==> src/rtl/uring_pkg.sv <==
package uring_pkg;
  localparam int FLG_W      = 16;
  localparam int IDX_W      = 16;
  localparam int ID_W       = 32;
  localparam int LEN_W      = 32;
  localparam int DATA_W     = 64;
  localparam int FLAGS_OFF  = 0;
  localparam int IDX_OFF    = 2;
  localparam int ELEM_OFF   = 4;
  localparam int ELEM_BYTES = 8;
  localparam int AVAIL_NO_INTR_BIT  = 0;
  localparam int USED_NO_NOTIFY_BIT = 0;
  localparam int ISR_QUEUE_BIT      = 0;

  typedef enum logic [2:0] {
    ST_IDLE, ST_ELEM, ST_IDX, ST_FRD, ST_FWAIT, ST_FWR
  } ustate_e;

  // byte offset of an element slot inside the used ring
  function automatic logic [31:0] elem_offset(input logic [31:0] slot);
    return 32'(ELEM_OFF) + slot * 32'(ELEM_BYTES);
  endfunction

  // new flag word for a notification enable/disable request
  function automatic logic [FLG_W-1:0] notify_flags(input logic [FLG_W-1:0] cur,
                                                    input logic enable);
    logic [FLG_W-1:0] r;
    r = cur;
    r[USED_NO_NOTIFY_BIT] = ~enable;
    return r;
  endfunction

  // interrupt decision after a sync
  function automatic logic irq_wanted(input logic [FLG_W-1:0] flags,
                                      input logic feat_empty,
                                      input logic is_empty);
    return !flags[AVAIL_NO_INTR_BIT] || (feat_empty && is_empty);
  endfunction
endpackage

==> src/rtl/uring_cursor.sv <==
module uring_cursor
  import uring_pkg::*;
#(
  parameter int AW        = 32,
  parameter int RING_SIZE = 8
) (
  input  logic             clk,
  input  logic             rst_n,
  input  logic             step,
  input  logic [AW-1:0]    base,
  output logic [IDX_W-1:0] next_idx,
  output logic [AW-1:0]    elem_addr,
  output logic [AW-1:0]    idx_addr,
  output logic [AW-1:0]    flags_addr
);
  localparam int SLOT_W = (RING_SIZE > 1) ? $clog2(RING_SIZE) : 1;

  logic [IDX_W-1:0]  idx_q;
  logic [SLOT_W-1:0] slot;

  always_ff @(posedge clk) begin
    if (!rst_n)    idx_q <= '0;
    else if (step) idx_q <= idx_q + 1'b1;
  end

  assign slot       = SLOT_W'(idx_q % IDX_W'(RING_SIZE));
  assign next_idx   = idx_q;
  assign elem_addr  = base + AW'(elem_offset(32'(slot)));
  assign idx_addr   = base + AW'(IDX_OFF);
  assign flags_addr = base + AW'(FLAGS_OFF);
endmodule

==> src/rtl/uring_irq.sv <==
module uring_irq
  import uring_pkg::*;
#(
  parameter int ISR_W = 8,
  parameter int CNT_W = 16
) (
  input  logic             clk,
  input  logic             rst_n,
  input  logic             decide,
  input  logic             want,
  input  logic             isr_rd,
  output logic [ISR_W-1:0] isr,
  output logic             irq_line,
  output logic [CNT_W-1:0] raised_cnt,
  output logic [CNT_W-1:0] skipped_cnt,
  output logic             raise_evt,
  output logic             skip_evt
);
  localparam logic [ISR_W-1:0] CAUSE = ISR_W'(1) << ISR_QUEUE_BIT;

  assign raise_evt = decide && want;
  assign skip_evt  = decide && !want;

  always_ff @(posedge clk) begin
    if (!rst_n) begin
      isr         <= '0;
      irq_line    <= 1'b0;
      raised_cnt  <= '0;
      skipped_cnt <= '0;
    end else begin
      if (raise_evt) begin
        isr      <= isr | CAUSE;
        irq_line <= 1'b1;
      end else if (isr_rd) begin
        isr      <= '0;
        irq_line <= 1'b0;
      end
      if (raise_evt) raised_cnt  <= raised_cnt + 1'b1;
      if (skip_evt)  skipped_cnt <= skipped_cnt + 1'b1;
    end
  end
endmodule

==> src/rtl/uring_complete.sv <==
module uring_complete
  import uring_pkg::*;
#(
  parameter int AW        = 32,
  parameter int RING_SIZE = 8,
  parameter int ISR_W     = 8,
  parameter int CNT_W     = 16
) (
  input  logic              clk,
  input  logic              rst_n,
  input  logic [AW-1:0]     used_base,
  input  logic              feat_notify_empty,
  input  logic [15:0]       avail_flags,
  input  logic              queue_empty,
  output logic              cmd_ready,
  input  logic              put_valid,
  input  logic [31:0]       put_id,
  input  logic [31:0]       put_len,
  input  logic              sync_req,
  input  logic              notif_req,
  input  logic              notif_enable,
  input  logic              isr_rd,
  output logic [ISR_W-1:0]  isr,
  output logic              irq_line,
  output logic [CNT_W-1:0]  raised_cnt,
  output logic [CNT_W-1:0]  skipped_cnt,
  output logic              mem_wr,
  output logic              mem_rd,
  output logic [AW-1:0]     mem_addr,
  output logic [63:0]       mem_wdata,
  output logic [3:0]        mem_wbytes,
  input  logic              mem_rvalid,
  input  logic [15:0]       mem_rdata
);
  ustate_e          st;
  logic [ID_W-1:0]  id_q;
  logic [LEN_W-1:0] len_q;
  logic             sync_pend;
  logic             en_q;
  logic [FLG_W-1:0] flg_q;

  // named internal events for the checker
  logic             elem_step;
  logic             idx_wr;
  logic             raise_evt;
  logic             skip_evt;
  logic [IDX_W-1:0] next_idx;
  logic [AW-1:0]    elem_addr, idx_addr, flags_addr;

  assign cmd_ready = (st == ST_IDLE);
  assign elem_step = (st == ST_ELEM);
  assign idx_wr    = (st == ST_IDX);

  always_ff @(posedge clk) begin
    if (!rst_n) begin
      st        <= ST_IDLE;
      id_q      <= '0;
      len_q     <= '0;
      sync_pend <= 1'b0;
      en_q      <= 1'b0;
      flg_q     <= '0;
    end else begin
      unique case (st)
        ST_IDLE: begin
          if (put_valid) begin
            id_q      <= put_id;
            len_q     <= put_len;
            sync_pend <= sync_req;
            st        <= ST_ELEM;
          end else if (sync_req) begin
            st <= ST_IDX;
          end else if (notif_req) begin
            en_q <= notif_enable;
            st   <= ST_FRD;
          end
        end
        ST_ELEM:  st <= sync_pend ? ST_IDX : ST_IDLE;
        ST_IDX:   st <= ST_IDLE;
        ST_FRD:   st <= ST_FWAIT;
        ST_FWAIT: if (mem_rvalid) begin
          flg_q <= mem_rdata;
          st    <= ST_FWR;
        end
        ST_FWR:   st <= ST_IDLE;
        default:  st <= ST_IDLE;
      endcase
    end
  end

  uring_cursor #(.AW(AW), .RING_SIZE(RING_SIZE)) u_cursor (
    .clk        (clk),
    .rst_n      (rst_n),
    .step       (elem_step),
    .base       (used_base),
    .next_idx   (next_idx),
    .elem_addr  (elem_addr),
    .idx_addr   (idx_addr),
    .flags_addr (flags_addr)
  );

  uring_irq #(.ISR_W(ISR_W), .CNT_W(CNT_W)) u_irq (
    .clk         (clk),
    .rst_n       (rst_n),
    .decide      (idx_wr),
    .want        (irq_wanted(avail_flags, feat_notify_empty, queue_empty)),
    .isr_rd      (isr_rd),
    .isr         (isr),
    .irq_line    (irq_line),
    .raised_cnt  (raised_cnt),
    .skipped_cnt (skipped_cnt),
    .raise_evt   (raise_evt),
    .skip_evt    (skip_evt)
  );

  always_comb begin
    mem_wr     = 1'b0;
    mem_rd     = 1'b0;
    mem_addr   = flags_addr;
    mem_wdata  = '0;
    mem_wbytes = 4'd0;
    unique case (st)
      ST_ELEM: begin
        mem_wr     = 1'b1;
        mem_addr   = elem_addr;
        mem_wdata  = {len_q, id_q};
        mem_wbytes = 4'(ELEM_BYTES);
      end
      ST_IDX: begin
        mem_wr     = 1'b1;
        mem_addr   = idx_addr;
        mem_wdata  = DATA_W'(next_idx);
        mem_wbytes = 4'd2;
      end
      ST_FRD: begin
        mem_rd     = 1'b1;
        mem_wbytes = 4'd2;
      end
      ST_FWR: begin
        mem_wr     = 1'b1;
        mem_wdata  = DATA_W'(notify_flags(flg_q, en_q));
        mem_wbytes = 4'd2;
      end
      default: ;
    endcase
  end
endmodule

==> config.mk <==
export PLATFORM = sky130hd
export DESIGN_NAME = uring_complete
export DESIGN_NICKNAME = d
export VERILOG_FILES = /design/src/rtl/uring_pkg.sv /design/src/rtl/uring_cursor.sv /design/src/rtl/uring_irq.sv /design/src/rtl/uring_complete.sv
export SDC_FILE = /design/constraint.sdc
export NUM_CORES = 1
export LEC_CHECK = 0
export BUFFER_PORTS_ARGS = -buffer_cell sky130_fd_sc_hd__buf_4
export CORE_MARGIN = 4
export CORE_UTILIZATION = 30
export CTS_CLUSTER_SIZE = 28
export DETAILED_ROUTE_END_ITERATION = 10
export GPL_TIMING_DRIVEN = 0
export PLACE_DENSITY = 0.56
export SLEW_MARGIN = 10
export SYNTH_ARGS = -nofsm -noshare
export SYNTH_HDL_FRONTEND = slang
export SYNTH_HIERARCHICAL = 1
export SYNTH_SLANG_ARGS = --single-unit
==> constraint.sdc <==
create_clock -name clk -period 7.9 [get_ports clk]
set_clock_uncertainty 0.2 [all_clocks]
set_input_delay 1.58 -clock clk [delete_from_list [all_inputs] [get_ports clk]]
set_output_delay 1.58 -clock clk [all_outputs]
set_load 0.02 [all_outputs]
==> impl_metrics.py <==
metrics = {
    "run_status": {
        "status": "finished, final reports clean",
    },
    "setup_path": {
        "cp-end-kind": "primary output",
        "worst_path_largest_cell_delay_ps": 680,
        "crit_type": "primary input to primary output",
        "critical_path_arrival_ps": 3770,
        "path_cells": "buf_4, ha_1, a21o_1, a22oi_1, nor4b_1, xnor2_1, a22o_1, a21o_1, buf_4",
        "critPathSlowestCell": "a22oi_1",
        "start_kind": "primary input",
        "critPathMaxFanout": 8,
        "required_ps": 6120,
    },
    "placed_design": {
        "numPortBuffers": 242,
        "post-dp-hpwl_mm": 22.1,
        "post-place-ws_ps": 2380,
        "gp_congestion": 0.878,
    },
    "yosys": {
        "avgSynthCellArea_um2": 8.03,
        "ys_seq_area_share_pct": 31.8,
        "synth_edf_count": 0,
        "synthCells": 1041,
        "netlist_area_um2": 8360,
        "ys_ff_latch": 133,
        "synthArstFlopShare_pct": 0,
        "ys.flop_type": "dfxtp_1",
        "ys_warn_count": 6,
        "synth.distinct_cells": 60,
    },
    "sta": {
        "timing.fmax_mhz": 180,
        "rsz0062_at_grt": "no",
        "post-route-min-period_ps": 5550,
        "maxSlewViolCount": 0,
        "tightest_slew_ps": 834,
        "hold_viol": 0,
        "setup_ws_ps": 2350,
        "period_share_pct": 70.3,
        "setup_violations": 0,
        "setup_tns_ps": 0,
        "max_slew_margin_pct": 44.4,
    },
    "finish": {
        "fillCellCount": 2874,
        "final_common_cell": "buf_4",
        "nNetsFinal": 1455,
        "final_layout_size_suffix_gt1_share_pct": 29.1,
        "area.growth.synth_to_final_pct": 34.6,
        "final_cell_mix": "buf_4, nand2_1, dfxtp_1",
        "multi_input_area_um2": 4900,
        "seqCellArea_um2": 2660,
    },
    "pwr": {
        "switchingPower_mw": 0.632,
        "p_comb_share_pct": 23.1,
        "p_seq_share_pct": 36.8,
        "total_leakage_power_nw": 4.85,
        "p_sw_share_pct": 32.4,
        "power_density_nw_per_um2": 174,
        "irDropWorstVdd_mv": 0.113,
        "p_int_mw": 1.32,
        "clockPowerShare_pct": 40.1,
    },
    "cts": {
        "tritoncts": "yes",
        "path_clk_slew_ps": 70,
        "clockBufferDepth": 2,
        "cts-resized-gates": 0,
        "insertion_delay_ps": 410,
        "hold_buffers": 0,
        "ctsHtreeMaxLevel": 4,
        "cts_made_buffers": 17,
        "cts_sinks": 133,
        "post_cts_buffers": 0,
        "cts-root-buf": "clkbuf_16",
    },
    "global_routing": {
        "grt_first_pass_wirelength_mm": 45.8,
        "grt_max_degree": 18,
        "antenna_found_initial": 1,
        "grt-ovfl-total": 0,
        "grt.total_usage_pct": 18.5,
        "grt_pass1_vias": 8233,
    },
    "run": {
        "drv_cap": 0,
    },
    "routing": {
        "first_iter_violations": 465,
        "dr.pass1.iters": 5,
        "via_per_inst": 4.84,
        "ant_nets": 0,
        "detail_route.wl_per_cell_um": 17.0,
        "drcViolationCount": 0,
        "routed-via-count": 8205,
        "wl_mm": 28.8,
    },
    "worst_hold_path": {
        "hp-class": "flop to flop",
    },
    "die": {
        "ioPinCount": 282,
        "row_count": 60,
        "die_area_um2": 30600,
        "initial_core_util_pct": 30.8,
        "die_w_um": 175,
        "core_um2": 27200,
        "chipHeight_um": 175,
    },
}
layer usage:
layer / part of all wire, % / GRT usage (%) / vias to the layer above
met1: 44 / 23.8 / 3787
met4: 1.8 / 4.65 / 0
met5: 0 / 0 / -
met3: 8.0 / 5.91 / 25
met2: 46 / 30.1 / 261
li1: - / - / 4132
through the flow:
stage               power [mW]  area [um2]  utilization (%)  std cells  hold WS (ps)
floorplan                0.995        8390                -       1048           224
global placement          1.19       10700             39.3       1662           239
detailed placement        1.19       10700             39.3       1662           245
CTS                       1.98       11300             41.4       1694           256
global route              2.05       11300             41.4       1695           273
finish                    1.95       11300             41.4       1695           252
state kept, by name, summed over array words and instances, names as in the netlist:
name / cells
len_q: 32
st: 3
sync_pend: 1
u_irq/raised_cnt: 16
flg_q: 15
u_irq/skipped_cnt: 16
u_irq/irq_line: 1
id_q: 32
u_cursor/next_idx: 16
en_q: 1
cells by family after synthesis:
kind of cell               share of synthesized area, %
DFF                                                31.8
AOI/OAI and AO/OA                                  17.2
and+or+nand+nor                                    29.7
xor gates and xnor gates                           9.32
other                                            0.0898
buffers and inverters                              9.86
muxes                                             0.718
adders and majority gates                          1.29
layout make-up:
cell class | count | share of cell area, %
Inverter | 15 | 0.500
Clock inverter | 15 | 1.37
Antenna cell | 1 | 0.0222
Sequential cell | 133 | 23.7
Timing Repair Buffer | 242 | 16.1
Clock buffer | 17 | 3.78
Buffer | 127 | 6.83
Tap cell | 372 | 4.14
Multi-Input combinational cell | 773 | 43.6
critical path: cells and delay by family:
family / cells / cell delay, ps
xor+xnor: 1 / 170
simple gates: 1 / 170
fa+ha+maj: 1 / 330
buf+inv: 2 / 280
compound gates: 4 / 1240
cell usage after synthesis, types with 3 or more instances:
master | instances | area share, %
clkbuf_2 | 6 | 0.36
a22oi_1 | 18 | 1.6
o21ai_1 | 6 | 0.36
and4_1 | 3 | 0.31
xor2_1 | 28 | 2.9
xnor2_1 | 61 | 6.4
nor2_1 | 16 | 0.72
mux2i_1 | 6 | 0.72
inv_1 | 15 | 0.67
buf_4 | 50 | 4.5
o21ai_0 | 69 | 4.1
a22o_1 | 33 | 3.5
clkbuf_1 | 37 | 1.7
nand3_1 | 93 | 5.6
nor2b_1 | 5 | 0.37
nor3_1 | 15 | 0.90
dfxtp_1 | 133 | 32
a21boi_1 | 4 | 0.36
nand2_1 | 137 | 6.1
buf_2 | 23 | 1.4
nand4_1 | 31 | 2.3
or3_1 | 8 | 0.60
a21boi_0 | 21 | 1.9
nor4_2 | 3 | 0.45
o2bb2ai_1 | 15 | 1.6
a21o_1 | 36 | 3.2
nand3b_1 | 3 | 0.27
nor3b_1 | 3 | 0.27
nor4_1 | 12 | 0.90
nand2b_1 | 7 | 0.52
and3_1 | 6 | 0.45
buf_6 | 9 | 1.2
ha_1 | 7 | 1.0
and2_1 | 85 | 6.4
power by group through the flow:
stage | Clock, mW | Combinational (mW) | Sequential [mW]
floorplan | 0 | 0.266 | 0.729
global placement | 0 | 0.452 | 0.734
detailed placement | 0 | 0.454 | 0.734
CTS | 0.809 | 0.456 | 0.719
global route | 0.836 | 0.489 | 0.723
finish | 0.783 | 0.450 | 0.720
final timing paths:
path | to | start | slack, ps | cells after the start
worst min-delay path | len_q[22] | len_q[22] | 250 | 2
worst max-delay path | mem_addr[29] | used_base[5] | 2350 | 9
worst max register to register | u_cursor/next_idx[13] | st[0] | 4690 | 8
worst min register to register | len_q[22] | len_q[22] | 250 | 2
No activity file was read; power rests on OpenSTA's default activity.
